### src/rtl/usb_ep_ctrl_pkg.sv
package usb_ep_ctrl_pkg;

  localparam int unsigned REG_W  = 16;
  localparam int unsigned ADDR_W = 4;

  typedef enum logic [1:0] {
    ST_DIS   = 2'b00,
    ST_STALL = 2'b01,
    ST_NAK   = 2'b10,
    ST_VALID = 2'b11
  } ep_stat_e;

  // bit positions are part of the software contract
  typedef struct packed {
    logic              rx_done;  // 15
    logic              rx_tog;   // 14
    logic [1:0]        rx_stat;  // 13:12
    logic              rsv;      // 11
    logic [1:0]        ep_type;  // 10:9
    logic              ep_kind;  // 8
    logic              tx_done;  // 7
    logic              tx_tog;   // 6
    logic [1:0]        tx_stat;  // 5:4
    logic [ADDR_W-1:0] ep_addr;  // 3:0
  } ep_reg_t;

endpackage

### src/rtl/ep_dir_ctl.sv
module ep_dir_ctl
  import usb_ep_ctrl_pkg::*;
(
  input  logic       clk_i,
  input  logic       rst_ni,
  input  logic       sw_we_i,
  input  logic       sw_done_i,
  input  logic       sw_tog_i,
  input  logic [1:0] sw_stat_i,
  input  logic       hw_evt_i,
  output logic       done_o,
  output logic       tog_o,
  output logic [1:0] stat_o
);

  logic       done_q, done_d;
  logic       tog_q, tog_d;
  logic [1:0] stat_q, stat_d;
  logic       hw_fire;

  assign hw_fire = hw_evt_i && (stat_q == ST_VALID);

  always_comb begin
    done_d = done_q;
    tog_d  = tog_q;
    stat_d = stat_q;
    if (hw_fire) begin
      tog_d  = ~tog_q;
      stat_d = ST_NAK;
    end
    if (sw_we_i) begin
      done_d = done_q & sw_done_i;
      tog_d  = tog_d ^ sw_tog_i;
      stat_d = stat_d ^ sw_stat_i;
    end
    // event set wins over a same-cycle clear
    if (hw_fire) done_d = 1'b1;
  end

  always_ff @(posedge clk_i or negedge rst_ni) begin
    if (!rst_ni) begin
      done_q <= 1'b0;
      tog_q  <= 1'b0;
      stat_q <= ST_DIS;
    end else begin
      done_q <= done_d;
      tog_q  <= tog_d;
      stat_q <= stat_d;
    end
  end

  assign done_o = done_q;
  assign tog_o  = tog_q;
  assign stat_o = stat_q;

  assert_evt_sets_done_R8: assert property (@(posedge clk_i) disable iff (!rst_ni)
    hw_fire |=> done_q);

  assert_evt_parks_nak_R6: assert property (@(posedge clk_i) disable iff (!rst_ni)
    (hw_fire && !(sw_we_i && (sw_stat_i != 2'b00))) |=> (stat_q == ST_NAK));

  assert_done_only_by_hw_R4: assert property (@(posedge clk_i) disable iff (!rst_ni)
    !hw_fire |=> !$rose(done_q));

  assert_tog_quiet_R3: assert property (@(posedge clk_i) disable iff (!rst_ni)
    (!(sw_we_i && sw_tog_i) && !hw_fire) |=> $stable(tog_q));

  assert_evt_ignored_R7: assert property (@(posedge clk_i) disable iff (!rst_ni)
    (hw_evt_i && (stat_q != ST_VALID) && !sw_we_i) |=>
      ($stable(stat_q) && $stable(done_q) && $stable(tog_q)));

endmodule

### src/rtl/ep_slot.sv
module ep_slot
  import usb_ep_ctrl_pkg::*;
(
  input  logic    clk_i,
  input  logic    rst_ni,
  input  logic    sw_we_i,
  input  ep_reg_t sw_wdata_i,
  input  logic    hw_evt_rx_i,
  input  logic    hw_evt_tx_i,
  output ep_reg_t reg_o
);

  logic [1:0]        type_q;
  logic              kind_q;
  logic [ADDR_W-1:0] addr_q;
  logic              unused_rsv;

  assign unused_rsv = sw_wdata_i.rsv;

  always_ff @(posedge clk_i or negedge rst_ni) begin
    if (!rst_ni) begin
      type_q <= '0;
      kind_q <= 1'b0;
      addr_q <= '0;
    end else if (sw_we_i) begin
      type_q <= sw_wdata_i.ep_type;
      kind_q <= sw_wdata_i.ep_kind;
      addr_q <= sw_wdata_i.ep_addr;
    end
  end

  ep_dir_ctl i_rx (
    .clk_i     (clk_i),
    .rst_ni    (rst_ni),
    .sw_we_i   (sw_we_i),
    .sw_done_i (sw_wdata_i.rx_done),
    .sw_tog_i  (sw_wdata_i.rx_tog),
    .sw_stat_i (sw_wdata_i.rx_stat),
    .hw_evt_i  (hw_evt_rx_i),
    .done_o    (reg_o.rx_done),
    .tog_o     (reg_o.rx_tog),
    .stat_o    (reg_o.rx_stat)
  );

  ep_dir_ctl i_tx (
    .clk_i     (clk_i),
    .rst_ni    (rst_ni),
    .sw_we_i   (sw_we_i),
    .sw_done_i (sw_wdata_i.tx_done),
    .sw_tog_i  (sw_wdata_i.tx_tog),
    .sw_stat_i (sw_wdata_i.tx_stat),
    .hw_evt_i  (hw_evt_tx_i),
    .done_o    (reg_o.tx_done),
    .tog_o     (reg_o.tx_tog),
    .stat_o    (reg_o.tx_stat)
  );

  assign reg_o.rsv     = 1'b0;
  assign reg_o.ep_type = type_q;
  assign reg_o.ep_kind = kind_q;
  assign reg_o.ep_addr = addr_q;

  assert_rw_fields_R5: assert property (@(posedge clk_i) disable iff (!rst_ni)
    sw_we_i |=> (reg_o.ep_addr == $past(sw_wdata_i.ep_addr)) &&
                (reg_o.ep_type == $past(sw_wdata_i.ep_type)));

endmodule

### src/rtl/ep_rd_mux.sv
module ep_rd_mux
  import usb_ep_ctrl_pkg::*;
#(
  parameter int unsigned NUM_EP = 8,
  localparam int unsigned SEL_W = (NUM_EP > 1) ? $clog2(NUM_EP) : 1
) (
  input  logic [NUM_EP-1:0][REG_W-1:0] regs_i,
  input  logic [SEL_W-1:0]             sel_i,
  output logic [REG_W-1:0]             data_o
);

  always_comb begin
    data_o = '0;
    for (int i = 0; i < NUM_EP; i++) begin
      if (sel_i == SEL_W'(i)) data_o = regs_i[i];
    end
  end

endmodule

### src/rtl/usb_ep_ctrl_bank.sv
module usb_ep_ctrl_bank
  import usb_ep_ctrl_pkg::*;
#(
  parameter int unsigned NUM_EP = 8,
  localparam int unsigned EP_W = (NUM_EP > 1) ? $clog2(NUM_EP) : 1
) (
  input  logic             clk_i,
  input  logic             rst_ni,
  input  logic [EP_W-1:0]  addr_i,
  input  logic             we_i,
  input  logic [REG_W-1:0] wdata_i,
  output logic [REG_W-1:0] rdata_o,
  input  logic             xfer_vld_i,
  input  logic [EP_W-1:0]  xfer_ep_i,
  input  logic             xfer_in_i,
  input  logic [EP_W-1:0]  eng_ep_i,
  output logic [REG_W-1:0] eng_reg_o
);

  logic [NUM_EP-1:0][REG_W-1:0] regs;
  logic [REG_W-1:0]             bus_sel;
  logic [REG_W-1:0]             rdata_q;
  ep_reg_t                      wdata_s;

  assign wdata_s = ep_reg_t'(wdata_i);

  for (genvar g = 0; g < NUM_EP; g++) begin : g_ep
    logic    hit_wr, hit_evt;
    ep_reg_t slot_q;

    assign hit_wr  = we_i && (addr_i == EP_W'(g));
    assign hit_evt = xfer_vld_i && (xfer_ep_i == EP_W'(g));

    ep_slot i_slot (
      .clk_i       (clk_i),
      .rst_ni      (rst_ni),
      .sw_we_i     (hit_wr),
      .sw_wdata_i  (wdata_s),
      .hw_evt_rx_i (hit_evt && !xfer_in_i),
      .hw_evt_tx_i (hit_evt && xfer_in_i),
      .reg_o       (slot_q)
    );

    assign regs[g] = slot_q;
  end

  ep_rd_mux #(.NUM_EP(NUM_EP)) i_bus_mux (
    .regs_i (regs),
    .sel_i  (addr_i),
    .data_o (bus_sel)
  );

  ep_rd_mux #(.NUM_EP(NUM_EP)) i_eng_mux (
    .regs_i (regs),
    .sel_i  (eng_ep_i),
    .data_o (eng_reg_o)
  );

  always_ff @(posedge clk_i or negedge rst_ni) begin
    if (!rst_ni) rdata_q <= '0;
    else         rdata_q <= bus_sel;
  end

  assign rdata_o = rdata_q;

  assert_rsv_zero_R5: assert property (@(posedge clk_i) disable iff (!rst_ni)
    (eng_reg_o[11] == 1'b0) && (rdata_o[11] == 1'b0));

  assert_rd_latency_R1: assert property (@(posedge clk_i) disable iff (!rst_ni)
    (!we_i && !xfer_vld_i && (eng_ep_i == addr_i)) |=> (rdata_o == $past(eng_reg_o)));

endmodule

### config.mk
export PLATFORM = sky130hd
export DESIGN_NAME = usb_ep_ctrl_bank
export DESIGN_NICKNAME = d
export VERILOG_FILES = /design/src/rtl/usb_ep_ctrl_pkg.sv /design/src/rtl/ep_dir_ctl.sv /design/src/rtl/ep_slot.sv /design/src/rtl/ep_rd_mux.sv /design/src/rtl/usb_ep_ctrl_bank.sv
export SDC_FILE = /design/constraint.sdc
export NUM_CORES = 1
export LEC_CHECK = 0
export BUFFER_PORTS_ARGS = -buffer_cell sky130_fd_sc_hd__buf_4
export CORE_MARGIN = 2
export CORE_UTILIZATION = 55
export DETAILED_ROUTE_END_ITERATION = 16
export PLACE_DENSITY = 0.77
export SYNTH_ARGS = -nofsm -noshare
export SYNTH_HDL_FRONTEND = slang
export SYNTH_SLANG_ARGS = --single-unit
export TNS_END_PERCENT = 30
### constraint.sdc
create_clock -name clk_i -period 1.4 [get_ports clk_i]
set_clock_uncertainty 0.05 [all_clocks]
set_input_delay 0.14 -clock clk_i [delete_from_list [all_inputs] [get_ports clk_i]]
set_output_delay 0.14 -clock clk_i [all_outputs]
set_load 0.01 [all_outputs]
==> results of run 1 <==
-- sequential cells by signal, summed over array words and instances, names as in the netlist --
| name | count |
|---|---|
| g_ep.i_slot.i_tx.stat_o | 16 |
| g_ep.i_slot.type_q | 16 |
| g_ep.i_slot.i_rx.tog_o | 8 |
| g_ep.i_slot.kind_q | 8 |
| g_ep.i_slot.i_rx.done_o | 8 |
| g_ep.i_slot.i_tx.done_o | 8 |
| rdata_o | 15 |
| g_ep.i_slot.i_rx.stat_o | 16 |
| g_ep.i_slot.addr_q | 32 |
| g_ep.i_slot.i_tx.tog_o | 8 |
-- per-layer routing --
metal,up-vias,global-route usage (%),share of wire (%)
met3,76,6.51,8.6
li1,2885,-,-
met4,0,12.6,3.2
met5,-,0,0
met1,3362,43.6,38
met2,390,53.5,50
-- placed cells by master, fill, tap and decap left out, types with 13 or more instances in the layout --
cell type      count
dlygate4sd3_1     14
mux2i_1           13
dfrtp_1          134
xnor2_1           16
mux4_2            39
nand2_1          206
clkbuf_16         17
mux2_4            22
o21ai_0           51
buf_4            167
xor2_1            16
xnor3_1           16
buf_6             23
a22o_1            20
-- where the power goes --
group | leakage [uW] | internal, uW | switching (uW)
registers | 0.00168 | 5210 | 1090
clock network | 0.000319 | 3260 | 1660
logic | 0.00276 | 3670 | 2280
total | 0.00476 | 12100 | 5030
-- cell families after synthesis --
family	count (synthesis)	share of synthesized area (%)
flops	135	43.5
buf+inv	75	5.16
other cells	1	0.0483
compound gates	105	8.41
mux	81	17.2
simple gates	284	17.4
xor+xnor	48	8.25
-- cell type report --
class | instances | area share (%)
multi-input cells | 520 | 40.0
flip-flops and latches | 135 | 33.1
clock buffers | 25 | 5.04
clock inverters | 7 | 1.35
well taps | 180 | 2.20
repair buffers | 213 | 17.9
inverters | 10 | 0.367
-- through the flow --
stage	setup TNS (ns)	util (%)	hold WS (ns)	std cells	total power, uW
after global placement	-6.57	66.0	0.0165	1028	11300
after floorplan	0	-	-0.206	730	9170
after CTS	-7.01	73.1	0.0295	1081	17000
final	-7.41	73.9	0.0443	1090	17200
after global routing	-8.32	73.9	0.0392	1090	17900
after detailed placement	-7.35	66.0	0.0177	1028	11600
-- worst reg2reg max path, cell delays in order, from the launching register on --
cell and delay (ns):
dfrtp_1 0.39, buf_4 0.15, buf_4 0.13, buf_6 0.10, mux4_2 0.46, mux2_4 0.27
-- how the worst max path moves through the flow --
stage / slack [ns] / cells after the start / end / start
global placement: -0.46 / 5 / eng_reg_o[13] / eng_ep_i[1]
CTS: -0.59 / 4 / eng_reg_o[12] / g_ep[4].i_slot.i_rx.stat_o[0]
global route: -0.61 / 4 / eng_reg_o[12] / g_ep[4].i_slot.i_rx.stat_o[0]
detailed placement: -0.49 / 5 / eng_reg_o[13] / eng_ep_i[1]
finish: -0.58 / 4 / eng_reg_o[12] / g_ep[4].i_slot.i_rx.stat_o[0]
floorplan: 0.004 / 3 / eng_reg_o[12] / g_ep[4].i_slot.i_rx.stat_o[0]
-- repair_timing --
action,4_1_cts,5_1_grt
setup endpoints to repair,21,32
hold endpoints to repair,230,0
hold buffers,14,0
setup buffers,7,9
pin swaps,8,5
resized for setup,38,15
==> impl_metrics.yaml, run 1 <==
detailed_routing:
  routed_wirelength_mm: 23.5
  drcViolationCount: 0
  drt-pass1-iter-count: 5
  vias_per_cell: 6.16
  antenna_left: 0
  vias: 6713
  wl_per_cell_um: 21.5
  drt_iter0_drc: 771
run:
  maxCapViolations: 0
synth:
  synth.most_common_cell: "nand2_1"
  yosys-top-cells-count: "nand2_1 (206), dfrtp_1 (135), o21ai_0 (53)"
  synth_edf_count: 0
  synth_cells: 729
  synth_area_leader_cell: "dfrtp_1"
  synthArstFlopShare_pct: 100
  yosys-top-cells-area: "dfrtp_1 (44%), mux4_2 (11%), nand2_1 (10%), xnor3_1 (4.6%), o21ai_0 (3.4%)"
  syn_area_um2: 7760
  synth_area_per_cell_um2: 10.6
  synth_ff_type: "dfrtp_1"
  synth-seq-cells: 135
  seq_area_frac_synth_pct: 43.5
  synth_top_area_share_pct: 43.5
  yosysUniqueCellTypes: 42
  ys_warn_count: 0
clock_tree:
  cts-root-buf: "clkbuf_16"
  clk_pin_slew_worst_paths_ns: 0.06
  clock_path_buffers: 2
  cts-buffers-inserted: 17
  clkLatencyLatePin_ns: 0.42
  cts_tree: "yes"
  cts.sinks: 135
  cts.htree.levels: 4
worst_setup_path:
  critPathTopFamily: "multiplexers"
  cp_num_buf_inv: 1
  reg2reg_slack_ns: -0.26
  rr_endpoint: "rdata_o[0]"
  setup.worst_path.end_class: "output pin"
  worstPathCellList: "and2_1 > mux4_2 > mux2_4 > buf_6"
  path_class: "reg -> out"
  max_stage_delay_ns: 0.44
  startpoint_type: "flip-flop"
  slowest_stage: "mux4_2"
  crit_arrival_ns: 1.79
  rr_startpoint: "g_ep[7].i_slot.addr_q[0]"
  rr_worst_depth: 5
  cp_max_fo: 2
  cp.required_ns: 1.21
timing:
  worstMarginPinSlew_ns: 0.725
  rsz0062_at_grt: "yes"
  fin_ws_ns: -0.584
  report.final.slew_viol_count: 0
  slew_headroom_pct: 51.6
  fin_crit_sh_pct: 142
  max_freq_ghz: 0.504
  min_period_ns: 1.98
  hold_viol: 0
  final-setup-viol-count: 26
power_and_ir_drop:
  p_leak_uw: 0.00476
  cellPowerDensity_nw_per_um2: 1680
  irDropWorstVdd_mv: 0.948
die:
  dieArea_um2: 15100
  die_w_um: 123
  die_h_um: 123
  ioPinCount: 62
  initial_core_util_pct: 56.1
  rows: 43
  core_um2: 13800
global_routing:
  grt_max_degree: 48
  grt_pass1_vias: 6768
  grt_antenna_before_repair: 0
  grt_pass1_wl_mm: 36.7
  overflow: 0
  track_usage_pct: 32.8
layout:
  fin_area_um2: 10200
  regArea_um2: 3380
  drive_above_1_share_pct: 34.3
  fin_nets: 927
  multi_input_area_um2: 4090
  antenna_cells: 0
  fillers: 874
  area_growth_syn_to_layout_pct: 31.6
min_path:
  hold_class: "in -> reg"
  min_from: "wdata_i[14]"
  hold_depth: 3
  holdPathEnd: "g_ep[3].i_slot.i_rx.tog_o"
status:
  violations: "setup timing"
  status: "finished, violations left"
placement:
  dp_hpwl_mm: 16.0
  dpl_cell_area_um2: 9120
  port_buffers: 58
  gp_congestion: 0.927
  pre_cts_slack_ns: -0.492
Power figures use the tool's default switching activity.
==> inputs of run 2 (changes only) <==
Settings changed: ABC_AREA set to 1.
==> impl_metrics.yaml, run 2 <==
clock_tree:
  cts-root-buf: "clkbuf_16"
  clock_path_buffers: 2
  cts-buffers-inserted: 17
  clk_pin_slew_worst_paths_ns: 0.06
  cts_tree: "yes"
  clkLatencyLatePin_ns: 0.43
  cts.sinks: 135
  cts.htree.levels: 4
layout:
  final_cell_mix: "nand2_1 (250), dfrtp_1 (135), buf_4 (124)"
  fin_area_um2: 9330
  layout.cells.most_common: "nand2_1"
  antenna_cells: 0
  drive_above_1_share_pct: 18.8
  final_cells: 1278
  largest_register: "g_ep.i_slot.addr_q"
  largest_reg_flops: 32
  area_growth_syn_to_layout_pct: 24.9
  fin_nets: 1119
placement:
  dp_hpwl_mm: 15.6
  port_buffers: 58
  pre_cts_slack_ns: -0.106
  placed_cells: 1227
  dpl_cell_area_um2: 8550
  gp_congestion: 0.965
worst_setup_path:
  cp_max_fo: 2
  rr_endpoint: "rdata_o[8]"
  worstPathCellList: "nand4_1 > nand4_1 > nor2_1 > nand4_1 > buf_4"
  crit_path_frequent_cell: "nand4_1"
  cp_num_buf_inv: 1
  critPathTopFamily: "simple AND/OR/NAND/NOR gates"
  path_class: "reg -> out"
  startpoint_type: "flip-flop"
  setup.worst_path.end_class: "output pin"
  slowest_stage: "dfrtp_1"
  reg2reg_slack_ns: 0.09
  rr_worst_depth: 6
  max_stage_delay_ns: 0.40
  crit_arrival_ns: 1.55
  rr_startpoint: "g_ep[2].i_slot.kind_q"
  cp.required_ns: 1.21
synth:
  yosysUniqueCellTypes: 24
  synth_area_leader_cell: "dfrtp_1"
  synth_top_area_share_pct: 45.3
  synth_edf_count: 0
  yosys-top-cells-count: "nand2_1 (251), dfrtp_1 (135), nor2_1 (131)"
  synthArstFlopShare_pct: 100
  synth_area_per_cell_um2: 7.62
  ys_warn_count: 0
  seq_area_frac_synth_pct: 45.3
  yosys-top-cells-area: "dfrtp_1 (45%), nand2_1 (13%), nand4_1 (9.6%), nor2_1 (6.6%), xor2_1 (6.0%)"
  synth-seq-cells: 135
  synth_cells: 980
  synth_ff_type: "dfrtp_1"
  syn_area_um2: 7460
  synth.most_common_cell: "nand2_1"
run:
  maxCapViolations: 0
die:
  die_h_um: 121
  core_um2: 13200
  ioPinCount: 62
  dieArea_um2: 14500
  rows: 42
  die_w_um: 121
  initial_core_util_pct: 56.4
detailed_routing:
  vias_per_cell: 5.87
  wl_per_cell_um: 17.9
  wl_met2_mm: 11.2
  wl_met3_mm: 1.93
  met1_length_mm: 8.56
  vias: 7496
  drt_iter0_drc: 874
  antenna_left: 0
  routed_wirelength_mm: 22.8
  drt-pass1-iter-count: 7
  maxUsedRoutingLayer: "met4"
  drcViolationCount: 0
status:
  status: "finished, violations left"
  violations: "setup timing"
min_path:
  hold_depth: 3
  min_from: "wdata_i[2]"
  hold_class: "in -> reg"
  holdPathEnd: "g_ep[0].i_slot.addr_q[2]"
global_routing:
  grt_max_degree: 53
  overflow: 0
  grt_pass1_wl_mm: 36.9
  grt_pass1_vias: 7341
  track_usage_pct: 33.1
  grt_antenna_before_repair: 0
timing:
  rsz0062_at_grt: "yes"
  report.final.slew_viol_count: 0
  final-setup-viol-count: 15
  holdWs_ns: 0.0220
  min_period_ns: 1.74
  hold_viol: 0
  fin_crit_sh_pct: 124
  fin_ws_ns: -0.336
  max_freq_ghz: 0.576
power_and_ir_drop:
  irDropWorstVdd_mv: 1.01
  p_leak_uw: 0.00461
  cellPowerDensity_nw_per_um2: 1570
## run 2: changes by cell type after synthesis, sizes merged, moves of 16 or more
cell   change
mux4      -39
nand3     +64
inv       +61
nor2     +122
xor2      +35
nand2     +47
nand4    +110
a22o      -20
xnor3     -16
mux2      -29
## run 2: tightest hold or removal path: cells and delay by family
| kind | cells | cell delay [ns] |
|---|---|---|
| buffers and inverters | 2 | 0.16 |
| AO/OA/AOI/OAI | 1 | 0.16 |
## run 2: layout make-up
cell class	instances	area (um2)
clock buffers	17	425
clock inverters	15	146
fillers	1065	3920
inverters	72	275
multi-input cells	717	3590
flip-flops and latches	135	3380
well taps	176	220
repair buffers	146	1290
## run 2: what timing repair did
action	in CTS	in global routing
buffers inserted	9	3
hold endpoints to repair	151	0
setup endpoints to repair	15	17
hold buffers	7	0
resized for setup	6	7
pin swaps	11	11
## run 2: worst max path at each step
stage / from / end / slack (ns) / depth (start not counted)
global placement: eng_ep_i[2] / eng_reg_o[13] / -0.09 / 8
finish: g_ep[2].i_slot.i_rx.stat_o[1] / eng_reg_o[13] / -0.34 / 5
detailed placement: eng_ep_i[2] / eng_reg_o[13] / -0.11 / 8
floorplan: eng_ep_i[1] / eng_reg_o[10] / 0.04 / 5
CTS: g_ep[1].i_slot.i_rx.tog_o / eng_reg_o[14] / -0.35 / 7
global route: g_ep[3].i_slot.i_rx.stat_o[1] / eng_reg_o[13] / -0.40 / 5
## run 2: metal layers
layer	up-vias	track usage [%]
met5	-	0
met3	107	6.46
li1	3444	-
met1	3474	40.3
met2	471	55.2
met4	0	18.8
## run 2: per-stage QoR
stage               utilization, %  power, uW  setup TNS, ns
floorplan                        -       8360              0
global placement              64.6       9880         -0.685
detailed placement            64.6      10000         -0.938
CTS                           70.1      14600          -4.51
global route                  70.4      15500          -5.13
finish                        70.4      14700          -4.35
## run 2: logic make-up (layout without fill, tap and decap cells)
| group | after synthesis | in the layout | share of synthesized area (%) |
|---|---|---|---|
| AOI/OAI and AO/OA | 72 | 72 | 4.83 |
| xor gates and xnor gates | 60 | 60 | 7.04 |
| buffers and inverters | 129 | 250 | 7.29 |
| DFF | 135 | 135 | 45.3 |
| other | 1 | 2 | 0.0502 |
| and+or+nand+nor | 583 | 583 | 35.5 |
## run 2: power breakdown
group          switching (uW)  internal, uW  leakage, uW
sequential               1080          5180      0.00168
combinational            2270          1800      0.00265
clock                    1860          2480     0.000274
total                    5220          9460      0.00461
==> inputs of run 3 (changes only) <==
Settings changed: CORE_UTILIZATION 55 to 56, CTS_BUF_LIST set to sky130_fd_sc_hd__clkbuf_4, CTS_CLUSTER_SIZE set to 12, HOLD_SLACK_MARGIN set to 0.05, PLACE_DENSITY 0.77 to 0.78.
==> impl_metrics.yaml, run 3 (synthesis results as in run 2) <==
global_routing:
  grt_pass1_vias: 7139
  track_usage_pct: 33.6
  grt_pass1_wl_mm: 37.1
  grt_antenna_before_repair: 0
  overflow: 0
  grt_max_degree: 46
timing:
  fin_crit_sh_pct: 138
  final-setup-viol-count: 15
  fin_ws_ns: -0.530
  report.final.slew_viol_count: 0
  holdWs_ns: 0.0911
  min_period_ns: 1.93
  slew_headroom_pct: 64.7
  rsz0062_at_grt: "yes"
  worstMarginPinSlew_ns: 0.529
  max_freq_ghz: 0.518
  hold_viol: 0
detailed_routing:
  wl_per_cell_um: 17.6
  vias: 7566
  antenna_left: 0
  routed_wirelength_mm: 22.9
  vias_per_cell: 5.79
  drt_iter0_drc: 980
  drt-pass1-iter-count: 7
  drcViolationCount: 0
layout:
  antenna_cells: 0
  layout.cells.most_common: "nand2_1"
  fin_nets: 1147
  largest_reg_flops: 32
  drive_above_1_share_pct: 19.5
  final_cells: 1306
  area_growth_syn_to_layout_pct: 25.3
  largest_register: "g_ep.i_slot.addr_q"
  final_cell_mix: "nand2_1 (251), buf_4 (137), dfrtp_1 (134)"
worst_setup_path:
  worstPathCellList: "nand4_1 > nand4_1 > nor2_1 > nand4_1 > buf_4"
  startpoint_type: "flip-flop"
  cp.depth: 5
  critPathTopFamily: "simple AND/OR/NAND/NOR gates"
  setup.worst_path.end_class: "output pin"
  crit_arrival_ns: 1.74
  rr_endpoint: "g_ep[0].i_slot.i_tx.tog_o"
  rr_startpoint: "g_ep[0].i_slot.i_tx.stat_o[1]"
  startpoint: "g_ep[3].i_slot.i_tx.done_o"
  cp_max_fo: 3
  reg2reg_slack_ns: 0.12
  path_class: "reg -> out"
  max_stage_delay_ns: 0.43
  rr_worst_depth: 6
  cp-endpoint: "eng_reg_o[7]"
  cp_num_buf_inv: 1
  crit_path_frequent_cell: "nand4_1"
  slowest_stage: "dfrtp_1"
  cp.required_ns: 1.21
placement:
  port_buffers: 58
  gp_congestion: 0.985
  dp_hpwl_mm: 15.9
  placed_cells: 1234
die:
  die_h_um: 119
  ioPinCount: 62
  dieArea_um2: 14300
  die_w_um: 119
  rows: 42
  core_um2: 13100
  initial_core_util_pct: 56.8
power_and_ir_drop:
  p_leak_uw: 0.00464
  irDropWorstVdd_mv: 1.05
  cellPowerDensity_nw_per_um2: 1480
clock_tree:
  cts_tree: "yes"
  cts-root-buf: "clkbuf_4"
  clk_pin_slew_worst_paths_ns: 0.12
  cts.sinks: 135
  clkLatencyLatePin_ns: 0.59
  clock_path_buffers: 2
  cts-buffers-inserted: 17
  cts.htree.levels: 4
status:
  status: "finished, violations left"
  violations: "setup timing"
min_path:
  hold_class: "in -> reg"
  min_from: "addr_i[1]"
run:
  maxCapViolations: 0
[run 3: worst min-delay path by stage]
stage | to | cells after the start
after floorplan | g_ep[0].i_slot.addr_q[0] | 0
after global placement | g_ep[1].i_slot.i_rx.tog_o | 1
after detailed placement | g_ep[1].i_slot.i_rx.tog_o | 1
after CTS | g_ep[4].i_slot.type_q[0] | 5
after global routing | g_ep[0].i_slot.i_tx.done_o | 5
final | g_ep[0].i_slot.i_tx.done_o | 5
[run 3: repair_timing]
action                     4_1_cts  5_1_grt
hold buffers                    23        0
setup buffers                   11        6
setup endpoints to repair       15       25
resized for setup                5       11
cloned                           0        0
hold endpoints to repair       242        0
pin swaps                        3       20
[run 3: worst reg2reg max path, cell delays in order, from the launching register on]
cell and delay [ns]:
dfrtp_2 0.45, buf_4 0.16, nand2_1 0.05, nor2_1 0.03, nand2_1 0.12, xor2_1 0.18
xor2_1 0.16
[run 3: cell type report]
cell class	count	area [um2]
Timing Repair Buffer	174	1510
Clock buffer	17	128
Tap cell	176	220
Sequential cell	135	3380
Inverter	72	275
Clock inverter	15	241
Multi-Input combinational cell	717	3590
Fill cell	1054	3790
[run 3: stage by stage]
stage | area (um2) | setup WS, ns | power, uW | utilization [%] | TNS, ns
after floorplan | 7470 | 0.0359 | 8360 | - | 0
after global placement | 8570 | -0.111 | 9950 | 65.2 | -1.86
after detailed placement | 8570 | -0.162 | 10100 | 65.2 | -4.25
after CTS | 9260 | -0.493 | 13700 | 70.5 | -6.91
after global routing | 9350 | -0.601 | 14600 | 71.2 | -8.20
final | 9350 | -0.530 | 13900 | 71.2 | -6.93
[run 3: metal layers]
metal,vias to the layer above,routed length [um],GRT usage [%]
li1,3499,-,-
met1,3544,8990,44.2
met2,412,10900,53.5
met3,111,1800,6.61
met4,0,1200,15.8
met5,-,0,0
[run 3: power by group]
group | internal [uW] | switching [uW]
Clock | 1640 | 1660
Combinational | 1970 | 2370
Sequential | 5160 | 1050
Total | 8770 | 5080
